**src/rtl/ir_run_pkg.sv**
```systemverilog
package ir_run_pkg;

  // Status the datapath reports to the control on every cycle
  typedef struct packed {
    logic tick;      // sample instant this cycle
    logic fLevel;    // filtered level after this sample
    logic curLevel;  // level of the run being measured
    logic runZero;   // current chunk holds no samples
    logic runLast;   // current chunk is one sample short of full
    logic idleHit;   // this sample completes the idle timeout
  } pathStat_t;

  // Strobes the control issues to the datapath
  typedef struct packed {
    logic startRun;  // begin a new run at the filtered level
    logic incRun;    // count one more sample into the chunk
    logic clearRun;  // empty the chunk
    logic emitPrev;  // emit the chunk as it stands
    logic emitInc;   // emit the chunk including this sample
    logic incIdle;   // count one more space sample
    logic endPkt;    // close the packet
  } runCmd_t;

endpackage

```
**src/rtl/ir_run_path.sv**
```systemverilog
module ir_run_path
  import ir_run_pkg::*;
#(
  parameter int TICK_DIV  = 64,
  parameter int RUN_W     = 7,
  parameter int NOISE_W   = 6,
  parameter int IDLE_W    = 8,
  parameter int IDLE_UNIT = 128
) (
  input  logic               clk,
  input  logic               rstN,
  input  logic               enAll,
  input  logic               irIn,
  input  logic               invertPol,
  input  logic [NOISE_W-1:0] noiseThr,
  input  logic [IDLE_W-1:0]  idleThr,
  input  runCmd_t            cmd,
  output pathStat_t          stat,
  output logic               codeValid,
  output logic [RUN_W:0]     code,
  output logic               packetEnd
);

  localparam int PRE_W      = (TICK_DIV > 2) ? $clog2(TICK_DIV) : 1;
  localparam int IDLE_SH    = $clog2(IDLE_UNIT);
  localparam int IDLE_CNT_W = IDLE_W + IDLE_SH + 1;
  localparam logic [PRE_W-1:0] PRE_LAST = PRE_W'(TICK_DIV - 1);
  localparam logic [RUN_W-1:0] RUN_MAX  = {RUN_W{1'b1}};

  // Two-stage input synchronizer
  logic [1:0] syncQ;
  always_ff @(posedge clk or negedge rstN) begin
    if (!rstN) syncQ <= 2'b00;
    else       syncQ <= {syncQ[0], irIn};
  end

  // Sample prescaler
  logic [PRE_W-1:0] preCnt;
  logic             tick;
  assign tick = enAll && (preCnt == PRE_LAST);

  always_ff @(posedge clk or negedge rstN) begin
    if (!rstN)                        preCnt <= '0;
    else if (!enAll || preCnt == PRE_LAST) preCnt <= '0;
    else                              preCnt <= preCnt + 1'b1;
  end

  // Glitch filter
  logic               rawBit;
  logic               fLevel;
  logic [NOISE_W-1:0] fCnt;
  logic [NOISE_W:0]   thrEff;
  logic [NOISE_W:0]   fCntInc;
  logic               fNext;
  logic               fAccept;

  assign rawBit  = syncQ[1] ^ invertPol;
  assign thrEff  = (noiseThr == '0) ? (NOISE_W+1)'(1) : {1'b0, noiseThr};
  assign fCntInc = {1'b0, fCnt} + 1'b1;
  assign fAccept = (rawBit != fLevel) && (fCntInc >= thrEff);
  assign fNext   = fAccept ? rawBit : fLevel;

  always_ff @(posedge clk or negedge rstN) begin
    if (!rstN) begin
      fLevel <= 1'b0;
      fCnt   <= '0;
    end else if (!enAll) begin
      fLevel <= 1'b0;
      fCnt   <= '0;
    end else if (tick) begin
      if (rawBit == fLevel || fAccept) fCnt <= '0;
      else                             fCnt <= fCntInc[NOISE_W-1:0];
      fLevel <= fNext;
    end
  end

  // Run and idle counters
  logic                  curLevel;
  logic [RUN_W-1:0]      runLen;
  logic [IDLE_CNT_W-1:0] idleCnt;
  logic [IDLE_CNT_W-1:0] idleLimit;

  assign idleLimit = ({{(IDLE_SH+1){1'b0}}, idleThr} + 1'b1) << IDLE_SH;

  always_ff @(posedge clk or negedge rstN) begin
    if (!rstN) begin
      curLevel <= 1'b0;
      runLen   <= '0;
      idleCnt  <= '0;
    end else if (!enAll) begin
      curLevel <= 1'b0;
      runLen   <= '0;
      idleCnt  <= '0;
    end else begin
      if (cmd.startRun) begin
        curLevel <= fNext;
        runLen   <= RUN_W'(1);
        idleCnt  <= IDLE_CNT_W'(1);
      end else begin
        if (cmd.clearRun)     runLen <= '0;
        else if (cmd.incRun)  runLen <= runLen + 1'b1;
        if (cmd.endPkt)       idleCnt <= '0;
        else if (cmd.incIdle) idleCnt <= idleCnt + 1'b1;
      end
    end
  end

  always_comb begin
    stat.tick     = tick;
    stat.fLevel   = fNext;
    stat.curLevel = curLevel;
    stat.runZero  = (runLen == '0);
    stat.runLast  = (runLen == RUN_MAX);
    stat.idleHit  = ((idleCnt + 1'b1) == idleLimit);
  end

  // Output register
  always_ff @(posedge clk or negedge rstN) begin
    if (!rstN) begin
      codeValid <= 1'b0;
      code      <= '0;
      packetEnd <= 1'b0;
    end else begin
      codeValid <= enAll && (cmd.emitPrev || cmd.emitInc);
      packetEnd <= enAll && cmd.endPkt;
      if (enAll && cmd.emitInc)       code <= {curLevel, runLen};
      else if (enAll && cmd.emitPrev) code <= {curLevel, runLen - 1'b1};
    end
  end

  // Checker state: a packet end has been seen and no code has followed yet
  logic afterEnd;
  always_ff @(posedge clk or negedge rstN) begin
    if (!rstN)          afterEnd <= 1'b0;
    else if (packetEnd) afterEnd <= 1'b1;
    else if (codeValid) afterEnd <= 1'b0;
  end

  p_no_code_when_off_r8: assert property (@(posedge clk) disable iff (!rstN)
    !$past(enAll) |-> (!codeValid && !packetEnd));

  p_end_is_full_space_r6: assert property (@(posedge clk) disable iff (!rstN)
    packetEnd |-> (codeValid && code == {1'b0, RUN_MAX}));

  p_one_per_sample_r10: assert property (@(posedge clk) disable iff (!rstN)
    codeValid |=> !codeValid);

  p_glitch_count_bound_r5: assert property (@(posedge clk) disable iff (!rstN)
    {1'b0, fCnt} < thrEff);

  p_first_after_end_is_pulse_r7: assert property (@(posedge clk) disable iff (!rstN)
    (afterEnd && codeValid) |-> code[RUN_W]);

endmodule

```
**src/rtl/ir_run_ctrl.sv**
```systemverilog
module ir_run_ctrl
  import ir_run_pkg::*;
(
  input  logic      clk,
  input  logic      rstN,
  input  logic      enAll,
  input  pathStat_t stat,
  output runCmd_t   cmd
);

  logic active;

  always_comb begin
    cmd = '0;
    if (stat.tick) begin
      if (!active) begin
        // idle line: a packet opens only on the pulse level
        if (stat.fLevel) cmd.startRun = 1'b1;
      end else if (stat.fLevel != stat.curLevel) begin
        cmd.emitPrev = !stat.runZero;
        cmd.startRun = 1'b1;
      end else if (!stat.curLevel && stat.idleHit) begin
        cmd.emitInc  = 1'b1;
        cmd.endPkt   = 1'b1;
        cmd.clearRun = 1'b1;
      end else if (stat.runLast) begin
        cmd.emitInc  = 1'b1;
        cmd.clearRun = 1'b1;
        cmd.incIdle  = !stat.curLevel;
      end else begin
        cmd.incRun   = 1'b1;
        cmd.incIdle  = !stat.curLevel;
      end
    end
  end

  always_ff @(posedge clk or negedge rstN) begin
    if (!rstN)             active <= 1'b0;
    else if (!enAll)       active <= 1'b0;
    else if (cmd.startRun) active <= 1'b1;
    else if (cmd.endPkt)   active <= 1'b0;
  end

  p_open_on_pulse_r7: assert property (@(posedge clk) disable iff (!rstN)
    (!active && cmd.startRun) |-> stat.fLevel);

  p_end_only_in_space_r6: assert property (@(posedge clk) disable iff (!rstN)
    cmd.endPkt |-> (active && !stat.curLevel && !stat.fLevel));

endmodule

```
**src/rtl/ir_run_sampler.sv**
```systemverilog
module ir_run_sampler
  import ir_run_pkg::*;
#(
  parameter int TICK_DIV  = 64,
  parameter int RUN_W     = 7,
  parameter int NOISE_W   = 6,
  parameter int IDLE_W    = 8,
  parameter int IDLE_UNIT = 128
) (
  input  logic               clk,
  input  logic               rstN,
  input  logic               irIn,
  input  logic               globalEn,
  input  logic               rxEn,
  input  logic               invertPol,
  input  logic [NOISE_W-1:0] noiseThr,
  input  logic [IDLE_W-1:0]  idleThr,
  output logic               codeValid,
  output logic [RUN_W:0]     code,
  output logic               packetEnd
);

  logic      enAll;
  pathStat_t stat;
  runCmd_t   cmd;

  assign enAll = globalEn && rxEn;

  ir_run_path #(
    .TICK_DIV (TICK_DIV),
    .RUN_W    (RUN_W),
    .NOISE_W  (NOISE_W),
    .IDLE_W   (IDLE_W),
    .IDLE_UNIT(IDLE_UNIT)
  ) uPath (
    .clk      (clk),
    .rstN     (rstN),
    .enAll    (enAll),
    .irIn     (irIn),
    .invertPol(invertPol),
    .noiseThr (noiseThr),
    .idleThr  (idleThr),
    .cmd      (cmd),
    .stat     (stat),
    .codeValid(codeValid),
    .code     (code),
    .packetEnd(packetEnd)
  );

  ir_run_ctrl uCtrl (
    .clk  (clk),
    .rstN (rstN),
    .enAll(enAll),
    .stat (stat),
    .cmd  (cmd)
  );

endmodule

```
**config.mk**
```make
export PLATFORM = sky130hd
export DESIGN_NAME = ir_run_sampler
export DESIGN_NICKNAME = d
export VERILOG_FILES = /design/src/rtl/ir_run_pkg.sv /design/src/rtl/ir_run_path.sv /design/src/rtl/ir_run_ctrl.sv /design/src/rtl/ir_run_sampler.sv
export SDC_FILE = /design/constraint.sdc
export NUM_CORES = 1
export LEC_CHECK = 0
export BUFFER_PORTS_ARGS = -buffer_cell sky130_fd_sc_hd__buf_2
export CORE_MARGIN = 5
export CORE_UTILIZATION = 60
export CTS_BUF_LIST = sky130_fd_sc_hd__clkbuf_16
export CTS_CLUSTER_DIAMETER = 80
export CTS_CLUSTER_SIZE = 10
export DETAILED_ROUTE_END_ITERATION = 8
export GPL_TIMING_DRIVEN = 0
export PLACE_DENSITY = 0.77
export SYNTH_ARGS = -nofsm -noshare
export SYNTH_HDL_FRONTEND = slang
export SYNTH_SLANG_ARGS = --single-unit
```
**constraint.sdc**
```tcl
create_clock -name clk -period 4 [get_ports clk]
set_clock_uncertainty 0.2 [all_clocks]
set_input_delay 1.2 -clock clk [delete_from_list [all_inputs] [get_ports clk]]
set_output_delay 1.2 -clock clk [all_outputs]
set_load 0.1 [all_outputs]
```
==> results of run 1 <==
final timing paths:
path                       depth (start not counted)  slack [ns]                       endpoint                      start
setup / recovery                                  12        0.12      uPath.code[0]$_DFFE_PN0P_                noiseThr[1]
hold / removal                                     0        0.16       uPath.syncQ[1]$_DFF_PN0_   uPath.syncQ[0]$_DFF_PN0_
setup reg to reg                                  12        0.34      uPath.code[0]$_DFFE_PN0P_  uPath.fCnt[0]$_DFFE_PN0P_
hold reg to reg                                    0        0.16       uPath.syncQ[1]$_DFF_PN0_   uPath.syncQ[0]$_DFF_PN0_
max in group asynchronous                          1        1.97  uPath.idleCnt[13]$_DFFE_PN0P_                       rstN
min in group asynchronous                          1        0.94      uPath.preCnt[3]$_DFF_PN0_                       rstN
synth_stat cells (3+ instances only):
library cell,n,area [um^2]
inv_1,14,52.6
a32o_1,4,40.0
buf_2,3,15.0
nor3_1,19,95.1
xor2_1,8,70.1
a21o_1,3,22.5
nand2_1,38,143
o21ai_0,25,125
and2_1,7,43.8
nand4_1,10,62.6
dfrtp_1,50,1250
a21oi_1,20,100
nor2_1,32,120
and4_1,3,26.3
nand3b_1,3,22.5
nor2b_1,3,18.8
clkbuf_1,13,48.8
o211ai_1,4,30.0
nand4b_1,3,26.3
a22oi_1,11,82.6
ha_1,14,175
nand2b_1,6,37.5
or3_1,4,25.0
xnor2_1,22,193
nand3_1,24,120
and3_1,9,56.3
mux2_2,3,33.8
o21a_1,5,37.5
o2111ai_1,3,26.3
nor3b_1,3,22.5
mux2i_1,9,90.1
cell families after synthesis:
family	share of synthesized area
DFF	0.344
muxes	0.0382
AOI/OAI and AO/OA	0.193
buffers and inverters	0.0372
and+or+nand+nor	0.254
xor gates and xnor gates	0.0853
adders and majority gates	0.0482
critical path, delay by kind of cell:
family                   cells  cell delay, ns
AND/OR/NAND/NOR              4            1.08
AO/OA/AOI/OAI                6            1.29
buffers and inverters        1            0.10
adder cells (fa/ha/maj)      1            0.21
layout make-up:
type	instances	area, um^2	area share
multi-input combinational	333	2300	0.553
sequential	50	1250	0.301
timing repair buffer	38	213	0.0512
clock buffer	5	125	0.0301
tap	75	93.8	0.0226
buffer	16	83.8	0.0202
inverter	14	52.6	0.0127
clock inverter	3	37.5	0.00904
placed cells by master (no fill, tap or decap), types with 4 or more instances in the layout:
master     netlist  final
nand2_1         38     38
nor2_1          32     32
a21oi_1         20     20
inv_1           14     16
nor3_1          19     17
o21a_1           5      4
nand3_1         24     24
and3_1           9      9
buf_2            3     32
buf_4            1     11
xor2_1           8      8
nand4_1         10     10
nand2b_1         6      6
clkbuf_16        0      5
a32o_1           4      4
and2_1           7      7
mux2i_1          9      9
o21ai_0         25     23
ha_1            14     14
a22oi_1         11     11
dfrtp_1         50     50
o211ai_1         4      4
clkbuf_1        13      8
xnor2_1         22     22
per-layer routing:
metal  vias to the layer above  global-route usage
met4                         0              0.0753
met3                        18              0.0423
met5                         -                   0
li1                       1611                   -
met2                       103               0.399
met1                      1572               0.325
stage by stage:
step           power (W)  setup slack, ns  cells  area (um^2)
4_1_cts          0.00107           0.0428    534         4120
3_3_place_gp    0.000594           -0.702    519         3880
3_5_place_dp    0.000597           -0.706    519         3880
6_report         0.00107            0.125    534         4150
5_1_grt          0.00111          -0.0730    534         4150
2_1_floorplan   0.000562           0.0181    415         3640
power by group through the flow:
| stage | sequential (W) | combinational, W | clock, W |
|---|---|---|---|
| after floorplan | 0.000518 | 0.0000443 | 0 |
| after global placement | 0.000518 | 0.0000759 | 0 |
| after detailed placement | 0.000518 | 0.0000786 | 0 |
| final | 0.000509 | 0.0000825 | 0.000475 |
| after CTS | 0.000509 | 0.0000800 | 0.000483 |
| after global routing | 0.000508 | 0.0000916 | 0.000507 |
flip-flops by register name, summed over array words and instances, names as in the netlist:
name and cells:
uPath.preCnt 6, uPath.codeValid 1, uCtrl.active 1, uPath.runLen 7
uPath.packetEnd 1, uPath.fCnt 6, uPath.syncQ 2, uPath.code 8
uPath.idleCnt 16, uPath.fLevel 1, uPath.curLevel 1
timing repair:
| item | CTS | global route |
|---|---|---|
| setup endpoints to repair | 22 | 24 |
| pin swaps | 3 | 3 |
| buffers inserted | 7 | 2 |
| hold endpoints to repair | 0 | 0 |
| resized for setup | 9 | 9 |
==> metrics.csv, run 1 <==
metric,value,unit
H-tree lvl count,2,
crit path capture type,flip-flop,
final hold slack,0.159,ns
max_slew headroom,0.239,
Post-Route WL,8820,um
fin util,0.702,
maximum number of pins on one net before global-route repair,51,
clock buffer depth,2,
WL met1,3980,um
Int Power,0.000831,W
clock slew at reported path FFs,0.07,ns
Syn Std Cell Area,0.00364,mm^2
met2 wire length,4290,um
"EDFF count, synth",0,
GRT Util Overall,0.242,
Final Hold Vio Count,0,
synthesized flop and latch total,50,
fillcell total,470,
DRC,0,
Setup TNS,0,ns
P&R area growth vs syn,14.2,%
I/O Buffers,29,
initial antenna violation count,0,
critical path class,in2reg,
Net Sw Frac,0.220,
asr flop ratio synth,1.00,
Routed Antenna Nets,0,
max-slew violation count,0,
Fmax,258,MHz
Worst-Margin Slew,1.14,ns
Die Span Y,87.8,um
CTS buffer count,5,
layout cells sized above 1,0.161,
critical path's slowest cell,nor3_1,
row cnt,28,
sequential share of the synthesized area,0.344,
CTS tree,done,
ant diodes,0,
Root Buffer,clkbuf_16,
RSZ-0062 raised after global routing,yes,
post-layout min period,3.88,ns
DIE WIDTH,87.8,um
vias in the first global route,3140,
"Clk Latency, worst-skew pair",0.29,ns
Crit Path Max Fanout,6,
Pwr per Cell Area,257,mW/mm^2
DP HPWL,6250,um
Sink Count,50,
Initial DRC Count,195,
first-pass GRT wire length,14900,um
clock power share,0.446,
sequential power share,0.477,
"Avg Cell Area, Syn",8.76,um^2
Arrival @ worst endpoint,3.88,ns
total grt overflow,0,
via-per-instance ratio,6.19,
DRT Pass-1 Iters,5,
status,"complete, no violations",
"Warnings, synthesis",0,
Startpoint Class,input pin,
"Primary FF master, synth",dfrtp_1,
total die area,0.00772,mm^2
CP required,4.01,ns
combinational share of power,0.077,
peak supply drop,176,uV
most frequent CP cell,nor3_1,
NumNets Final,492,
wire length per cell,16.5,um
worst stage delay on the critical path,0.53,ns
starting density of the core,0.614,
Post-CTS Hold Buffers,0,
final worst-path cycle share,0.969,
max layer used,met4,
post-synthesis cell count,415,
syn nets,449,
Max Cap Viol,0,
I/O pins,30,
Placer Congestion,0.895,
Placeable Area,0.00592,mm^2
Worst Hold Class,reg2reg,
switching power,0.000235,W
Synth cell types,65,
Setup-failing EPs final,0,
via count,3304,
worst path cell trace,buf_2 > nor3_1 > a31o_2 > ha_1 > nand2b_1 > a211oi_2 > o21a_1 > a21oi_1 > o21a_2 > nor3_1 > nand2_1 > a32oi_1,
leakage,1.82,nW
met3 wire length,382,um
No activity file was read; power rests on OpenSTA's default activity.
==> inputs of run 2 (changes only) <==
--- a/config.mk
+++ b/config.mk
@@ -13,7 +13,8 @@
 export CTS_CLUSTER_SIZE = 10
 export DETAILED_ROUTE_END_ITERATION = 8
 export GPL_TIMING_DRIVEN = 0
-export PLACE_DENSITY = 0.77
+export PLACE_DENSITY = 0.78
 export SYNTH_ARGS = -nofsm -noshare
 export SYNTH_HDL_FRONTEND = slang
+export SYNTH_HIERARCHICAL = 1
 export SYNTH_SLANG_ARGS = --single-unit
==> run 2 against run 1 <==
  * The run now ends with setup timing left
  * Final area decreased by 0.66%
  * Die area decreased by 11%
  * Fmax decreased by 9.5%
  * Sequential cell count unchanged
  * Critical path type unchanged
  * Largest cell class unchanged
==> metrics.csv, run 2 <==
metric,value,unit,change
status,finished with violations,,
failing checks,setup timing,,
setup ws final,-0.284,ns,-0.409 ns
"Warnings, synthesis",6,,+6
"commonest non-fill, non-tap cells in the layout","dfrtp_1, buf_2, nor2_1",,
Top delay family on crit path,compound AO/OA/AOI/OAI gates,,
Placeable Area,0.00514,mm^2,-13%
Hold Crit Depth,0,,unchanged
synthesized flop and latch total,50,,unchanged
final hold slack,0.168,ns,+0.00890 ns
Max Cap Viol,0,,unchanged
CTS tree,done,,
biggest regs,"uPath/idleCnt: 16 flops, uPath/code: 8 flops, uPath/runLen: 7 flops",,
hold path startpoint,uPath/syncQ[0]$_DFF_PN0_,,
Synth cell types,57,,-12%
post-layout min period,4.28,ns,+0.409 ns
ranking of synthesized cells by area,"dfrtp_1, xor2_1, xnor2_1, ha_1, nand2_1",,
worst path bufs/invs,3,,+2
P&R area growth vs syn,28.7,%,
total grt overflow,0,,unchanged
"Avg Cell Area, Syn",9.08,um^2,+3.6%
H-tree lvl count,2,,unchanged
maximum number of pins on one net before global-route repair,51,,unchanged
CP required,3.98,ns,-0.03 ns
Pwr per Cell Area,240,mW/mm^2,-6.6%
post-route cell area,0.00413,mm^2,-0.66%
GRT Util Overall,0.217,,-0.0251
Post-CTS Hold Buffers,0,,unchanged
most frequent CP cell,buf_6,,
clock buffer depth,2,,unchanged
I/O pins,30,,unchanged
leakage,1.95,nW,+7.2%
max-slew violation count,0,,unchanged
fillcell total,330,,-30%
first-pass GRT wire length,12600,um,-15%
FF-to-FF path depth,14,,+2
Worst Hold Class,reg2reg,,
R2R Setup Slk,0.08,ns,-0.26 ns
Die Span Y,83.1,um,-5.4%
Startpoint Class,input pin,,
fin util,0.803,,+0.101
ant diodes,0,,unchanged
Syn Std Cell Area,0.00321,mm^2,-12%
"most common cell after layout, fill and taps aside",dfrtp_1,,
post-synthesis cell count,353,,-15%
NumNets Final,440,,-11%
starting density of the core,0.624,,+0.00954
max reg flops,16,,unchanged
Initial DRC Count,194,,-0.51%
Placer Congestion,0.864,,-3.4%
"Clk Latency, worst-skew pair",0.29,ns,about the same
Arrival @ worst endpoint,4.26,ns,+0.38 ns
crit path capture type,flip-flop,,
wire length per cell,17.4,um,+5.4%
final worst-path cycle share,1.07,,+0.102
dpl cell area,0.00355,mm^2,-8.5%
Crit Path Max Fanout,6,,unchanged
Final Hold Vio Count,0,,unchanged
syn nets,386,,-14%
r2r startpoint,uPath/fCnt[0]$_DFFE_PN0P_,,
Sink Count,50,,unchanged
Setup-failing EPs final,29,,+29
Synth area leader,dfrtp_1,,
sequential share of the synthesized area,0.390,,+0.0462
worst hold endpoint,uPath/syncQ[1]$_DFF_PN0_,,
vias in the first global route,2770,,-12%
RSZ-0062 raised after global routing,yes,,
asr flop ratio synth,1.00,,unchanged
Post-Route WL,8330,um,-5.6%
Synth top area share,0.390,,+0.0462
clock slew at reported path FFs,0.06,ns,about the same
DRT Pass-1 Iters,4,,-1
via-per-instance ratio,5.85,,-5.4%
DP HPWL,4800,um,-23%
"Most flops, register",uPath/idleCnt,,
Commonest cells post-synth,"dfrtp_1, nand2_1, nor2_1",,
critical path's slowest cell,or3_4,,
pre-CTS WS,-0.750,ns,-0.0437 ns
worst stage delay on the critical path,0.41,ns,-0.12 ns
"EDFF count, synth",0,,unchanged
critical path class,in2reg,,
max_slew headroom,0.266,,+0.0265
via count,2798,,-15%
Worst-Margin Slew,1.10,ns,-0.0397 ns
Critical R2R Capture,uPath/runLen[4]$_DFFE_PN0P_,,
total die area,0.00690,mm^2,-11%
DRC,0,,unchanged
worst path cell trace,buf_6 > nor3_2 > a31o_2 > ha_4 > nand2b_4 > a21o_1 > a21oi_2 > o221ai_4 > mux2_4 > or3_4 > a211oi_4 > buf_6 > buf_6 > nand4_1 > xor2_1 > nor2_1,,
row cnt,26,,-7.1%
"Primary FF master, synth",dfrtp_1,,
I/O Buffers,29,,unchanged
CTS buffer count,5,,unchanged
"count leader, synth",dfrtp_1,,
peak supply drop,255,uV,+44%
layout cells sized above 1,0.306,,+0.145
Root Buffer,clkbuf_16,,
initial antenna violation count,0,,unchanged
Routed Antenna Nets,0,,unchanged
DIE WIDTH,83.1,um,-5.4%
Fmax,233,MHz,-9.5%
run 2: cell types whose count changed after synthesis, sizes merged, moves of 4 or more:
cell	delta
clkbuf	-5
o21ai	-13
buf	+6
a22oi	-10
xor2	+22
nand3	-4
nor3	-17
mux2i	-4
a32o	-4
a21oi	-10
nand4b	-4
run 2: layer usage:
layer  GRT usage  wire (um)  share of wire  vias up
li1            -          -              -     1339
met1       0.271       3480           0.42     1365
met3      0.0366        317          0.038       19
met5           0          0              0        -
met2       0.372       4330           0.52       75
met4      0.0877        204          0.024        0
run 2: timing repair:
item                                    4_1_cts  5_1_grt
setup buffers                                12        6
endpoints found under the setup margin       31       32
gates resized for setup                      22       53
cloned                                        1        1
hold endpoints to repair                      0        0
pin swaps                                    24       34
run 2: report_power, final:
part           total (W)  internal (W)  switching, W  leakage [nW]
clock network   0.000406      0.000229      0.000178        0.0689
registers       0.000509      0.000508    0.00000113         0.693
logic          0.0000746     0.0000310     0.0000436          1.19
total           0.000990      0.000767      0.000223          1.95
run 2: cell families after synthesis:
family	synth area share
adders and majority gates	0.0539
muxes	0.0191
xor gates and xnor gates	0.137
AOI/OAI and AO/OA	0.114
DFF	0.390
buffers and inverters	0.0484
and+or+nand+nor	0.237
run 2: how the worst max path moves through the flow:
stage / from / end / depth (start not counted)
detailed placement: noiseThr[1] / uPath/runLen[5]$_DFFE_PN0P_ / 15
floorplan: noiseThr[1] / uPath/runLen[5]$_DFFE_PN0P_ / 14
global placement: noiseThr[1] / uPath/runLen[5]$_DFFE_PN0P_ / 15
CTS: noiseThr[1] / uPath/runLen[6]$_DFFE_PN0P_ / 15
global route: noiseThr[1] / uPath/runLen[4]$_DFFE_PN0P_ / 16
finish: noiseThr[1] / uPath/runLen[4]$_DFFE_PN0P_ / 16
run 2: metrics by stage:
stage | power (W) | cells | setup TNS [ns]
2_1_floorplan | 0.000557 | 353 | -3.23
5_1_grt | 0.00103 | 478 | -5.90
6_report | 0.000990 | 478 | -3.40
4_1_cts | 0.000996 | 471 | -2.75
3_3_place_gp | 0.000585 | 452 | -12.96
3_5_place_dp | 0.000587 | 452 | -14.99
run 2: area by class of cell:
type / instances / area [um^2] / share of cell area
flip-flops and latches: 50 / 1250 / 0.303
multi-input cells: 269 / 2100 / 0.508
repair buffers: 49 / 365 / 0.0885
inverters: 15 / 56.3 / 0.0136
clock inverters: 3 / 16.3 / 0.00394
clock buffers: 5 / 125 / 0.0303
plain buffers: 17 / 126 / 0.0306
well taps: 70 / 87.6 / 0.0212
